**src/rtl/simd_lane_compare_pkg.sv**
```systemverilog
package simd_lane_compare_pkg;
    localparam int DEF_WIDTH = 16;
    localparam int DEF_SLICE = 4;

    // Partial decision for a slice or a chained group of slices
    typedef struct packed {
        logic eq;
        logic gt;
    } rel_t;
endpackage

```
**src/rtl/slice_rel.sv**
```systemverilog
module slice_rel
    import simd_lane_compare_pkg::*;
#(
    parameter int SLICE = DEF_SLICE
) (
    input  logic [SLICE-1:0] a_i,
    input  logic [SLICE-1:0] b_i,
    output rel_t             rel_o
);
    rel_t rel_d;

    always_comb begin
        rel_d.eq = (a_i == b_i);
        rel_d.gt = (a_i > b_i);
    end

    assign rel_o = rel_d;
endmodule

```
**src/rtl/lane_chain.sv**
```systemverilog
module lane_chain
    import simd_lane_compare_pkg::*;
#(
    parameter int NSLICE = DEF_WIDTH / DEF_SLICE
) (
    input  rel_t [NSLICE-1:0] slice_i,
    input  logic [NSLICE-2:0] cut_i,
    output rel_t [NSLICE-1:0] acc_o
);
    rel_t [NSLICE-1:0] acc_d;

    // Walk from the top slice down; a set cut restarts the decision
    always_comb begin
        rel_t run;
        run = slice_i[NSLICE-1];
        acc_d[NSLICE-1] = run;
        for (int i = NSLICE - 2; i >= 0; i--) begin
            if (cut_i[i]) begin
                run = slice_i[i];
            end else begin
                run.gt = run.gt | (run.eq & slice_i[i].gt);
                run.eq = run.eq & slice_i[i].eq;
            end
            acc_d[i] = run;
        end
    end

    assign acc_o = acc_d;
endmodule

```
**src/rtl/flag_place.sv**
```systemverilog
module flag_place
    import simd_lane_compare_pkg::*;
#(
    parameter int NSLICE = DEF_WIDTH / DEF_SLICE
) (
    input  rel_t [NSLICE-1:0] acc_i,
    input  logic [NSLICE-2:0] cut_i,
    output logic [NSLICE-1:0] eq_o,
    output logic [NSLICE-1:0] ne_o,
    output logic [NSLICE-1:0] lt_o,
    output logic [NSLICE-1:0] le_o,
    output logic [NSLICE-1:0] gt_o,
    output logic [NSLICE-1:0] ge_o
);
    typedef struct packed {
        logic [NSLICE-1:0] eq;
        logic [NSLICE-1:0] ne;
        logic [NSLICE-1:0] lt;
        logic [NSLICE-1:0] le;
        logic [NSLICE-1:0] gt;
        logic [NSLICE-1:0] ge;
    } flags_t;

    logic [NSLICE-1:0] base;
    flags_t            flags_d;

    assign base = {cut_i, 1'b1};

    always_comb begin
        for (int k = 0; k < NSLICE; k++) begin
            flags_d.eq[k] = base[k] &  acc_i[k].eq;
            flags_d.ne[k] = base[k] & ~acc_i[k].eq;
            flags_d.gt[k] = base[k] &  acc_i[k].gt;
            flags_d.le[k] = base[k] & ~acc_i[k].gt;
            flags_d.ge[k] = base[k] & (acc_i[k].gt | acc_i[k].eq);
            flags_d.lt[k] = base[k] & ~(acc_i[k].gt | acc_i[k].eq);
        end
    end

    assign eq_o = flags_d.eq;
    assign ne_o = flags_d.ne;
    assign lt_o = flags_d.lt;
    assign le_o = flags_d.le;
    assign gt_o = flags_d.gt;
    assign ge_o = flags_d.ge;
endmodule

```
**src/rtl/simd_lane_compare.sv**
```systemverilog
module simd_lane_compare
    import simd_lane_compare_pkg::*;
#(
    parameter int WIDTH = DEF_WIDTH,
    parameter int SLICE = DEF_SLICE,
    localparam int NSLICE = WIDTH / SLICE
) (
    input  logic [WIDTH-1:0]  opa_i,
    input  logic [WIDTH-1:0]  opb_i,
    input  logic [NSLICE-2:0] cut_i,
    output logic [NSLICE-1:0] eq_o,
    output logic [NSLICE-1:0] ne_o,
    output logic [NSLICE-1:0] lt_o,
    output logic [NSLICE-1:0] le_o,
    output logic [NSLICE-1:0] gt_o,
    output logic [NSLICE-1:0] ge_o
);
    rel_t [NSLICE-1:0] slice_rel_d;
    rel_t [NSLICE-1:0] acc_rel_d;

    for (genvar s = 0; s < NSLICE; s++) begin : g_slice
        slice_rel #(.SLICE(SLICE)) u_slice (
            .a_i  (opa_i[s*SLICE +: SLICE]),
            .b_i  (opb_i[s*SLICE +: SLICE]),
            .rel_o(slice_rel_d[s])
        );
    end

    lane_chain #(.NSLICE(NSLICE)) u_chain (
        .slice_i(slice_rel_d),
        .cut_i  (cut_i),
        .acc_o  (acc_rel_d)
    );

    flag_place #(.NSLICE(NSLICE)) u_place (
        .acc_i(acc_rel_d),
        .cut_i(cut_i),
        .eq_o (eq_o),
        .ne_o (ne_o),
        .lt_o (lt_o),
        .le_o (le_o),
        .gt_o (gt_o),
        .ge_o (ge_o)
    );
endmodule

```
**config.mk**
```make
export PLATFORM = sky130hd
export DESIGN_NAME = simd_lane_compare
export DESIGN_NICKNAME = d
export VERILOG_FILES = /design/src/rtl/simd_lane_compare_pkg.sv /design/src/rtl/slice_rel.sv /design/src/rtl/lane_chain.sv /design/src/rtl/flag_place.sv /design/src/rtl/simd_lane_compare.sv
export SDC_FILE = /design/constraint.sdc
export NUM_CORES = 1
export LEC_CHECK = 0
export BUFFER_PORTS_ARGS = -buffer_cell sky130_fd_sc_hd__buf_2
export CAP_MARGIN = 15
export CORE_AREA = 2 2 52 54
export DETAILED_ROUTE_END_ITERATION = 16
export DIE_AREA = 0 0 54 56
export GPL_ROUTABILITY_DRIVEN = 0
export PLACE_DENSITY = 0.73
export SLEW_MARGIN = 15
export SYNTH_ARGS = -nofsm -noshare
export SYNTH_HDL_FRONTEND = slang
export SYNTH_SLANG_ARGS = --single-unit
```
**constraint.sdc**
```tcl
create_clock -name vclk -period 1.56
set_input_delay 0.156 -clock vclk [all_inputs]
set_output_delay 0.156 -clock vclk [all_outputs]
set_load 0.02 [all_outputs]
```
==> flow_summary.json <==
{
  "status": "finished with violations",
  "violations": "negative setup slack",
  "period_needed_ns": 1.900,
  "synth.distinct_cells": 33,
  "final_max_slew_viol_count": 0,
  "p_leak_nw": 0.8973,
  "ys_seq_area_share_pct": 0,
  "num_antenna_cells": 0,
  "holdCritPathClass": "input port to primary output",
  "place_ws_ns": -0.3695,
  "swShare_pct": 44.96,
  "nFlopsAndLatches": 0,
  "tightestPinTransition_ns": 0.3691,
  "fin_crit_sh_pct": 121.8,
  "seqPwrFrac_pct": 0,
  "ant_nets": 0,
  "relSlewSlack_pct": 75.17,
  "power.density_mw_per_mm2": 402.9,
  "power_frac_comb_pct": 100.0,
  "p_sw_uw": 319.6,
  "drive_gt1_share_pct": 75.84,
  "synth_cells": 95,
  "worstSetupPathType": "input port to primary output",
  "fin_hold_ws_ns": 0.7263,
  "antenna_found_initial": 0,
  "first_pass_iters": 3,
  "p_clk_share_pct": 0,
  "dpl.hpwl_um": 1977,
  "max-cap-violations": 0,
  "grt_pass1_wl_um": 4202,
  "syn_to_final_growth_pct": 150.9,
  "routed_wl_um": 2798,
  "cp.required_ns": 1.40,
  "grt_pass1_vias": 1035,
  "grt_max_degree": 12,
  "die_width_um": 54,
  "portBuffers": 59,
  "synth_area_per_cell_um2": 7.402,
  "vias": 1034,
  "fin_ws_ns": -0.3401,
  "rsz0062_at_grt": "yes",
  "drc_errors": 0,
  "coreArea_mm2": 0.002432,
  "wl_per_cell_um": 13.45,
  "clkbuf_count": 0,
  "drt_iter0_drc": 4,
  "whs_path_depth": 3,
  "cts_hold_buf": 0,
  "die_h_um": 56,
  "power.internal_uw": 391.2,
  "clock.fmax_ghz": 0.5263,
  "viasPerCell": 4.971,
  "setup_viol": 20,
  "ir_drop_v": 0.0002914,
  "initial_core_util_pct": 28.91,
  "finalHoldViolCount": 0,
  "num_rows": 18,
  "nNetsFinal": 231,
  "overflow": 0,
  "layout.area.seq_um2": 0,
  "ios": 59,
  "grt_util_all_layers_pct": 17.44,
  "crit_path_end_kind": "primary output",
  "synth_nets": 146,
  "yosysWarnings": 0,
  "cp_max_fo": 4,
  "post-route-util_pct": 72.53,
  "cp.arrival_ns": 1.74,
  "mappedNetlistArea_um2": 703.2,
  "start_kind": "input port",
  "dieArea_mm2": 0.003024
}
-- final timing paths --
| kind | end | start | slack [ns] |
|---|---|---|---|
| setup / recovery | ge_o[0] | opb_i[10] | -0.34 |
| hold / removal | gt_o[1] | cut_i[0] | 0.73 |
-- power groups by stage --
stage	Combinational [mW]	Clock, mW	Sequential [mW]
global route	0.761	0	0
global placement	0.476	0	0
detailed placement	0.489	0	0
CTS	0.636	0	0
floorplan	0.299	0	0
finish	0.711	0	0
-- routing by layer --
| metal | routed length (µm) | global-route usage, % | vias to the layer above |
|---|---|---|---|
| li1 | - | - | 506 |
| met1 | 1028 | 17.47 | 477 |
| met2 | 1545 | 35.02 | 45 |
| met3 | 146 | 1.075 | 6 |
| met4 | 77 | 6.071 | 0 |
| met5 | 0 | 0 | - |
-- critical path: stages --
cell,delay [ns]
buf_6,0.10
inv_4,0.05
ha_4,0.19
and4_4,0.19
buf_6,0.12
a211o_1,0.31
a21o_1,0.23
o211ai_1,0.20
buf_4,0.18
-- what timing repair did --
action                                  4_1_cts  5_1_grt
pin swaps                                    21       22
endpoints found under the setup margin       20       21
setup buffers                                 3        5
gates resized for setup                      73       29
-- logic make-up (layout without fill, tap and decap cells) --
| logic type | after synthesis | after routing | share of synthesized area, % |
|---|---|---|---|
| adders and majority gates | 16 | 16 | 28.47 |
| and+or+nand+nor | 31 | 31 | 28.11 |
| buffers and inverters | 21 | 104 | 12.99 |
| AOI/OAI and AO/OA | 27 | 27 | 30.42 |
-- per-stage QoR --
stage | instance area, µm² | total power [mW] | setup TNS, ns | cells
final | 1764 | 0.7109 | -3.435 | 208
after global routing | 1764 | 0.7614 | -4.253 | 208
after CTS | 1589 | 0.6361 | -3.323 | 203
after detailed placement | 1271 | 0.4889 | -4.368 | 200
after global placement | 1271 | 0.4759 | -3.892 | 200
after floorplan | 823.3 | 0.2994 | -1.075 | 95
-- cells in the final DEF, fill, tap and decap left out, drive strengths merged --
master,netlist,routed
o21ai,2,2
inv,19,19
nor3,1,1
a21oi,8,8
o221a,1,1
nor2,4,4
a22oi,1,1
a211o,1,1
and4,3,3
nor3b,2,2
or2,2,2
nor2b,6,6
a21boi,2,2
o211ai,4,4
o211a,2,2
and2b,1,1
and3,3,3
a41o,1,1
ha,16,16
nand2b,2,2
a21o,2,2
buf,1,85
nand4,2,2
o21a,2,2
nand2,1,1
o31a,1,1
and2,4,4
-- cell type report --
cell class,count,area [µm²]
multi-input combinational,74,879.6
fill,171,668.1
timing repair buffer,85,750.7
inverter,19,96.34
tap,30,37.54
-- synthesized netlist by cell type (2+ instances only) --
master	instances	area, µm²
nand2b_1	2	12.51
nand4_1	2	12.51
nor3b_1	2	15.01
a21oi_1	7	35.03
o211ai_1	4	30.03
a21boi_0	2	15.01
a21o_1	2	15.01
o21a_1	2	15.01
o211a_1	2	20.02
and4_1	2	17.52
nor2b_1	6	37.54
and2_1	3	18.77
nor2_1	4	15.01
ha_1	16	200.2
inv_1	19	71.32
and3_1	3	18.77
(Power assumes the default switching activity.)
